**config.mk**
```make
export PLATFORM = sky130hd
export DESIGN_NAME = iqh_codec
export DESIGN_NICKNAME = d
export VERILOG_FILES = /design/src/rtl/iqh_pkg.sv /design/src/rtl/iqh_lane_enc.sv /design/src/rtl/iqh_lane_dec.sv /design/src/rtl/iqh_pipe_reg.sv /design/src/rtl/iqh_codec.sv
export SDC_FILE = /design/constraint.sdc
export NUM_CORES = 1
export LEC_CHECK = 0
export BUFFER_PORTS_ARGS = -buffer_cell sky130_fd_sc_hd__clkbuf_2
export CAP_MARGIN = 20
export CORE_AREA = 2 2 226 228
export CTS_BUF_LIST = sky130_fd_sc_hd__clkbuf_4 sky130_fd_sc_hd__clkbuf_8
export DETAILED_ROUTE_END_ITERATION = 16
export DIE_AREA = 0 0 228 230
export PLACE_DENSITY = 0.69
export SLEW_MARGIN = 5
export SYNTH_ARGS = -nofsm -noshare
export SYNTH_HDL_FRONTEND = slang
export SYNTH_SLANG_ARGS = --single-unit
```
**constraint.sdc**
```tcl
create_clock -name clk -period 7.6 [get_ports clk]
set_clock_uncertainty 0.1 [all_clocks]
set_input_delay 0.38 -clock clk [delete_from_list [all_inputs] [get_ports clk]]
set_output_delay 0.38 -clock clk [all_outputs]
set_load 0.01 [all_outputs]
```
**src/rtl/iqh_pkg.sv**
```systemverilog
package iqh_pkg;

   // True when p is a power of two (a check-bit position).
   function automatic bit is_pow2(int p);
      return (p > 0) && ((p & (p - 1)) == 0);
   endfunction

   // Data bit index held at non-check position p (1-based).
   function automatic int data_idx(int p);
      return p - 1 - $clog2(p + 1);
   endfunction

   // Positions 1..n whose index has bit i set, as a bit vector (bit p-1).
   function automatic logic [63:0] chk_mask(int i, int n);
      logic [63:0] m;
      m = '0;
      for (int p = 1; p <= n; p++) begin
         if (((p >> i) & 1) == 1) m[p-1] = 1'b1;
      end
      return m;
   endfunction

endpackage

```
**src/rtl/iqh_lane_enc.sv**
```systemverilog
module iqh_lane_enc
   import iqh_pkg::*;
#(
   parameter int DATA_W = 32,
   parameter int CHK_W  = 6,
   localparam int CW_W  = DATA_W + CHK_W
) (
   input  logic [DATA_W-1:0] data_i,
   output logic [CW_W-1:0]   code_o
);

   initial begin
      assert (CHK_W == $clog2(CW_W + 1))
         else $error("iqh_lane_enc: CHK_W does not fit DATA_W");
      assert (CW_W <= 64)
         else $error("iqh_lane_enc: codeword wider than 64 bits");
   end

   // Codeword with check positions cleared; parity is taken over it.
   logic [CW_W-1:0] raw;

   for (genvar p = 1; p <= CW_W; p++) begin : g_pos
      if (is_pow2(p)) begin : g_chk
         localparam int              BIT  = $clog2(p);
         localparam logic [CW_W-1:0] MASK = CW_W'(chk_mask(BIT, CW_W));
         assign raw[p-1]    = 1'b0;
         assign code_o[p-1] = ^(raw & MASK);
      end else begin : g_dat
         assign raw[p-1]    = data_i[data_idx(p)];
         assign code_o[p-1] = raw[p-1];
      end
   end

endmodule

```
**src/rtl/iqh_lane_dec.sv**
```systemverilog
module iqh_lane_dec
   import iqh_pkg::*;
#(
   parameter int DATA_W = 32,
   parameter int CHK_W  = 6,
   localparam int CW_W  = DATA_W + CHK_W
) (
   input  logic [CW_W-1:0]   code_i,
   output logic [DATA_W-1:0] data_o,
   output logic              corr_o,
   output logic              unc_o
);

   initial begin
      assert (CHK_W == $clog2(CW_W + 1))
         else $error("iqh_lane_dec: CHK_W does not fit DATA_W");
      assert (CW_W <= 64)
         else $error("iqh_lane_dec: codeword wider than 64 bits");
   end

   logic [CHK_W-1:0] syn;
   logic [CW_W-1:0]  flip;
   logic             in_range;

   for (genvar i = 0; i < CHK_W; i++) begin : g_syn
      localparam logic [CW_W-1:0] MASK = CW_W'(chk_mask(i, CW_W));
      assign syn[i] = ^(code_i & MASK);
   end

   assign in_range = (syn != '0) && (syn <= CHK_W'(CW_W));

   always_comb begin
      flip = '0;
      if (in_range) flip[syn - CHK_W'(1)] = 1'b1;
   end

   assign corr_o = |flip;
   assign unc_o  = (syn > CHK_W'(CW_W));

   for (genvar p = 1; p <= CW_W; p++) begin : g_ext
      if (!is_pow2(p)) begin : g_dat
         assign data_o[data_idx(p)] = code_i[p-1] ^ flip[p-1];
      end
   end

endmodule

```
**src/rtl/iqh_pipe_reg.sv**
```systemverilog
module iqh_pipe_reg #(
   parameter int W = 8
) (
   input  logic         clk,
   input  logic         rst_n,
   input  logic         valid_i,
   input  logic [W-1:0] data_i,
   output logic         valid_o,
   output logic [W-1:0] data_o
);

   initial begin
      assert (W > 0) else $error("iqh_pipe_reg: W must be positive");
   end

   always_ff @(posedge clk) begin
      if (!rst_n) begin
         valid_o <= 1'b0;
         data_o  <= '0;
      end else begin
         valid_o <= valid_i;
         if (valid_i) data_o <= data_i;
      end
   end

   AST_VALID_RISE: assert property (@(posedge clk) disable iff (!rst_n)
      valid_i |=> valid_o);
   AST_VALID_DROP: assert property (@(posedge clk) disable iff (!rst_n)
      !valid_i |=> !valid_o);
   AST_HOLD_IDLE: assert property (@(posedge clk) disable iff (!rst_n)
      !valid_i |=> $stable(data_o));

endmodule

```
**src/rtl/iqh_codec.sv**
```systemverilog
module iqh_codec
   import iqh_pkg::*;
#(
   parameter int LANES  = 4,
   parameter int LANE_W = 32,
   parameter int CHK_W  = 6,
   localparam int CW_W   = LANE_W + CHK_W,
   localparam int DATA_W = LANES * LANE_W,
   localparam int WORD_W = LANES * CW_W
) (
   input  logic              clk,
   input  logic              rst_n,
   input  logic              enc_valid_i,
   input  logic [DATA_W-1:0] enc_data_i,
   output logic              enc_valid_o,
   output logic [WORD_W-1:0] enc_word_o,
   input  logic              dec_valid_i,
   input  logic [WORD_W-1:0] dec_word_i,
   output logic              dec_valid_o,
   output logic [DATA_W-1:0] dec_data_o,
   output logic [LANES-1:0]  dec_corrected_o,
   output logic [LANES-1:0]  dec_uncorr_o
);

   initial begin
      assert (LANES >= 1) else $error("iqh_codec: LANES must be at least 1");
   end

   // ---------------- encode path ----------------
   logic [CW_W-1:0]   enc_cw [LANES];
   logic [WORD_W-1:0] enc_word_c;

   for (genvar k = 0; k < LANES; k++) begin : g_enc
      iqh_lane_enc #(.DATA_W(LANE_W), .CHK_W(CHK_W)) u_enc (
         .data_i (enc_data_i[k*LANE_W +: LANE_W]),
         .code_o (enc_cw[k])
      );
      for (genvar j = 0; j < CW_W; j++) begin : g_ilv
         assign enc_word_c[LANES*j + k] = enc_cw[k][j];
      end
   end

   iqh_pipe_reg #(.W(WORD_W)) u_enc_reg (
      .clk     (clk),
      .rst_n   (rst_n),
      .valid_i (enc_valid_i),
      .data_i  (enc_word_c),
      .valid_o (enc_valid_o),
      .data_o  (enc_word_o)
   );

   // ---------------- decode path ----------------
   logic [CW_W-1:0]   dec_cw [LANES];
   logic [DATA_W-1:0] dec_data_c;
   logic [LANES-1:0]  dec_corr_c;
   logic [LANES-1:0]  dec_unc_c;

   for (genvar k = 0; k < LANES; k++) begin : g_dec
      for (genvar j = 0; j < CW_W; j++) begin : g_dil
         assign dec_cw[k][j] = dec_word_i[LANES*j + k];
      end
      iqh_lane_dec #(.DATA_W(LANE_W), .CHK_W(CHK_W)) u_dec (
         .code_i (dec_cw[k]),
         .data_o (dec_data_c[k*LANE_W +: LANE_W]),
         .corr_o (dec_corr_c[k]),
         .unc_o  (dec_unc_c[k])
      );
   end

   iqh_pipe_reg #(.W(DATA_W + 2*LANES)) u_dec_reg (
      .clk     (clk),
      .rst_n   (rst_n),
      .valid_i (dec_valid_i),
      .data_i  ({dec_unc_c, dec_corr_c, dec_data_c}),
      .valid_o (dec_valid_o),
      .data_o  ({dec_uncorr_o, dec_corrected_o, dec_data_o})
   );

   // ---------------- checking logic ----------------
   // Independent decode of the registered encoder output.
   logic [CW_W-1:0]   chk_cw [LANES];
   logic [DATA_W-1:0] chk_data;
   logic [LANES-1:0]  chk_corr;
   logic [LANES-1:0]  chk_unc;

   for (genvar k = 0; k < LANES; k++) begin : g_chk
      for (genvar j = 0; j < CW_W; j++) begin : g_dil
         assign chk_cw[k][j] = enc_word_o[LANES*j + k];
      end
      iqh_lane_dec #(.DATA_W(LANE_W), .CHK_W(CHK_W)) u_chk (
         .code_i (chk_cw[k]),
         .data_o (chk_data[k*LANE_W +: LANE_W]),
         .corr_o (chk_corr[k]),
         .unc_o  (chk_unc[k])
      );
   end

   AST_ENC_ROUNDTRIP: assert property (@(posedge clk) disable iff (!rst_n)
      enc_valid_o |-> (chk_corr == '0) && (chk_unc == '0)
                      && (chk_data == $past(enc_data_i)));
   AST_FLAG_EXCL: assert property (@(posedge clk) disable iff (!rst_n)
      (dec_corrected_o & dec_uncorr_o) == '0);

endmodule

```
==> flow_metrics.env <==
export IMPL_cts_resized=0
export IMPL_grt_use_total_pct=25.8
export IMPL_die_area_mm2=0.0524
export IMPL_numClockSinks=290
export IMPL_place_gp_congestion=0.994
export IMPL_clock_latency_ps=620
export IMPL_power_density_mw_per_mm2=314
export IMPL_layout_setup_ws_ps=2910
export IMPL_p_total_uw=7570
export IMPL_synth_seq_cells=290
export IMPL_synth_edf_count=0
export IMPL_die_h_um=230
export IMPL_fin_hold_ws_ps=55.8
export IMPL_r2r_setup_slack_ps=6690
export IMPL_nFillCells=4545
export IMPL_max_slew_margin_rel_pct=24.4
export IMPL_io_buffers=573
export IMPL_instances_no_fill=3350
export IMPL_dr_first_iter_drc_count=1181
export IMPL_pre_cts_ws_ps=3020
export IMPL_cap_violations=0
export IMPL_run_status="finished clean"
export IMPL_antenna_found_initial=1
export IMPL_avgViaCountPerCell=5.08
export IMPL_core_mm2=0.0499
export IMPL_grt_busiest_layer="met2"
export IMPL_initial_core_util_pct=35.4
export IMPL_wl_per_cell_um=21.2
export IMPL_dpl_cell_count=3072
export IMPL_gr_usage_met2_pct=46.3
export IMPL_hp_class="in2reg"
export IMPL_grt_setup_unrepaired="no"
export IMPL_required_ps=8010
export IMPL_io_pins=574
export IMPL_grt_max_degree=113
export IMPL_drc=0
export IMPL_rows=82
export IMPL_async_reset_ff_share_pct=0
export IMPL_critPathCaptureType="register"
export IMPL_htreeDepth=2
export IMPL_layout_commonest_cell="clkbuf_2"
export IMPL_yosysSeqAreaShare_pct=32.9
export IMPL_wirelength_um=70900
export IMPL_cp_max_fo=20
export IMPL_grtUsageMet3_pct=5.46
export IMPL_cp_arrival_ps=5100
export IMPL_area_growth_pct=36.4
export IMPL_cp_start_kind="input port"
export IMPL_setup_violations=0
export IMPL_post_cts_buffers=0
export IMPL_gr_total_overflow=0
export IMPL_final_cell_mix="571 x clkbuf_2, 407 x xnor2_1, 290 x dfxtp_1"
export IMPL_cts_buffers=51
export IMPL_synth_distinct_cells=70
export IMPL_final_nets=2927
export IMPL_ys_top_cells_by_area="dfxtp_1 33%, xnor2_1 20%, mux2i_1 8.0%"
export IMPL_fmax_ghz=0.213
export IMPL_layout_drive_gt1_share_pct=26.5
export IMPL_clock_path_buffers=3
export IMPL_p_leak_uw=0.0104
export IMPL_avgSynthCellArea_um2=9.21
export IMPL_grt_pass1_vias=17300
export IMPL_period_share_pct=61.7
export IMPL_synth_area_leader_cell="dfxtp_1"
export IMPL_hold_viol=0
export IMPL_die_w_um=228
export IMPL_syn_cell_area_mm2=0.0177
export IMPL_setup_tns_ps=0
export IMPL_slew_violations=0
export IMPL_syn_num_nets=2210
export IMPL_antenna_left=0
export IMPL_irDropWorstVdd_v=0.000168
export IMPL_use_met1_pct=28.5
export IMPL_cts_tree="yes"
export IMPL_synthFlopType="dfxtp_1"
export IMPL_grt_pass1_wl_um=104000
export IMPL_synth_top_cell_area_share_pct=32.9
export IMPL_period_minus_slack_ps=4690
export IMPL_worstSetupPathType="in2reg"
export IMPL_dr_pass1_iters=5
export IMPL_vias=17000
export IMPL_max_slew_worst_pin_slew_ps=1130
export IMPL_ys_warn_count=0
export IMPL_ctsRootBufferMaster="clkbuf_8"
export IMPL_dp_hpwl_um=53300
export IMPL_clkTransAtPathRegs_ps=60
export IMPL_syn_inst=1918
## Yosys cell counts, types with 4 or more instances
| cell | instances |
|---|---|
| ha_1 | 8 |
| inv_1 | 12 |
| xnor2_2 | 8 |
| and3_1 | 11 |
| xnor2_1 | 407 |
| xor3_1 | 4 |
| mux2i_1 | 141 |
| nand3b_1 | 7 |
| o2111ai_1 | 8 |
| nor2_1 | 273 |
| clkbuf_1 | 94 |
| nor3b_1 | 6 |
| nor4_1 | 20 |
| nand2b_1 | 11 |
| or3b_1 | 4 |
| a21oi_1 | 70 |
| nand4_1 | 16 |
| nand2_1 | 40 |
| o21ai_0 | 73 |
| xor2_1 | 154 |
| nor3_1 | 22 |
| nand3_1 | 40 |
| nand4b_1 | 4 |
| dfxtp_1 | 290 |
| xnor3_1 | 28 |
| a211oi_1 | 88 |
| or4_1 | 4 |
| and2_1 | 8 |
| buf_2 | 5 |
## where the power goes
part           internal (µW)  switching (µW)
Clock                    982             712
Sequential              1690            99.4
Combinational           1470            2620
## layer usage
metal | vias to the layer above | part of all wire, %
met5 | - | 0
met3 | 187 | 7.0
li1 | 7980 | -
met4 | 0 | 5.5
met2 | 896 | 50
met1 | 7965 | 38
## cell families after synthesis
kind of cell	count (synthesis)	synth area share (%)
compound gates	272	9.93
xor+xnor	605	33.1
fa+ha+maj	8	0.567
buf+inv	115	2.55
flops	290	32.9
mux	141	7.99
simple gates	487	13.0
## per-stage QoR
step                      cell area (µm²)  utilization (%)
after floorplan                     17700                -
after global placement              21100             42.2
after detailed placement            21100             42.3
after CTS                           24100             48.3
after global routing                24100             48.3
final                               24100             48.3
## layout make-up
| class | instances | area, µm² | share of cell area [%] |
|---|---|---|---|
| multi-input cells | 1513 | 11400 | 47.3 |
| repair buffers | 766 | 4790 | 19.9 |
| clock inverters | 16 | 189 | 0.784 |
| clock buffers | 79 | 1010 | 4.18 |
| flip-flops and latches | 290 | 5810 | 24.1 |
| well taps | 672 | 841 | 3.49 |
| inverters | 13 | 53.8 | 0.223 |
| diodes | 1 | 2.50 | 0.0104 |
## worst paths after layout
path                                            start               endpoint  cells after the start
worst min-delay path                  enc_data_i[126]  u_enc_reg.data_o[147]                      3
worst min register to register  u_dec_reg.data_o[132]  u_dec_reg.data_o[132]                      2
worst max-delay path                  dec_word_i[128]   u_dec_reg.data_o[26]                     14
worst max register to register   u_dec_reg.data_o[26]   u_dec_reg.data_o[26]                      2
## state kept, by name, indices dropped and copies added (netlist names)
register           flops
u_enc_reg.data_o     152
u_dec_reg.data_o     136
u_dec_reg.valid_o      1
u_enc_reg.valid_o      1
## what timing repair did
action,4_1_cts,5_1_grt
endpoints found under the setup margin,0,0
endpoints found under the hold margin,182,0
hold buffers,182,0
## critical path, stage by stage
cell and delay, ps:
dlygate4sd3_1 550, clkbuf_2 140, xnor2_1 150, xnor2_1 340, xnor3_1 420, xnor2_2 750, ha_1 320, inv_1 80
or3_1 420, and3_1 270, or4_4 590, nand2b_1 200, xor2_1 180, a211oi_1 300
Power figures use the tool's default switching activity.
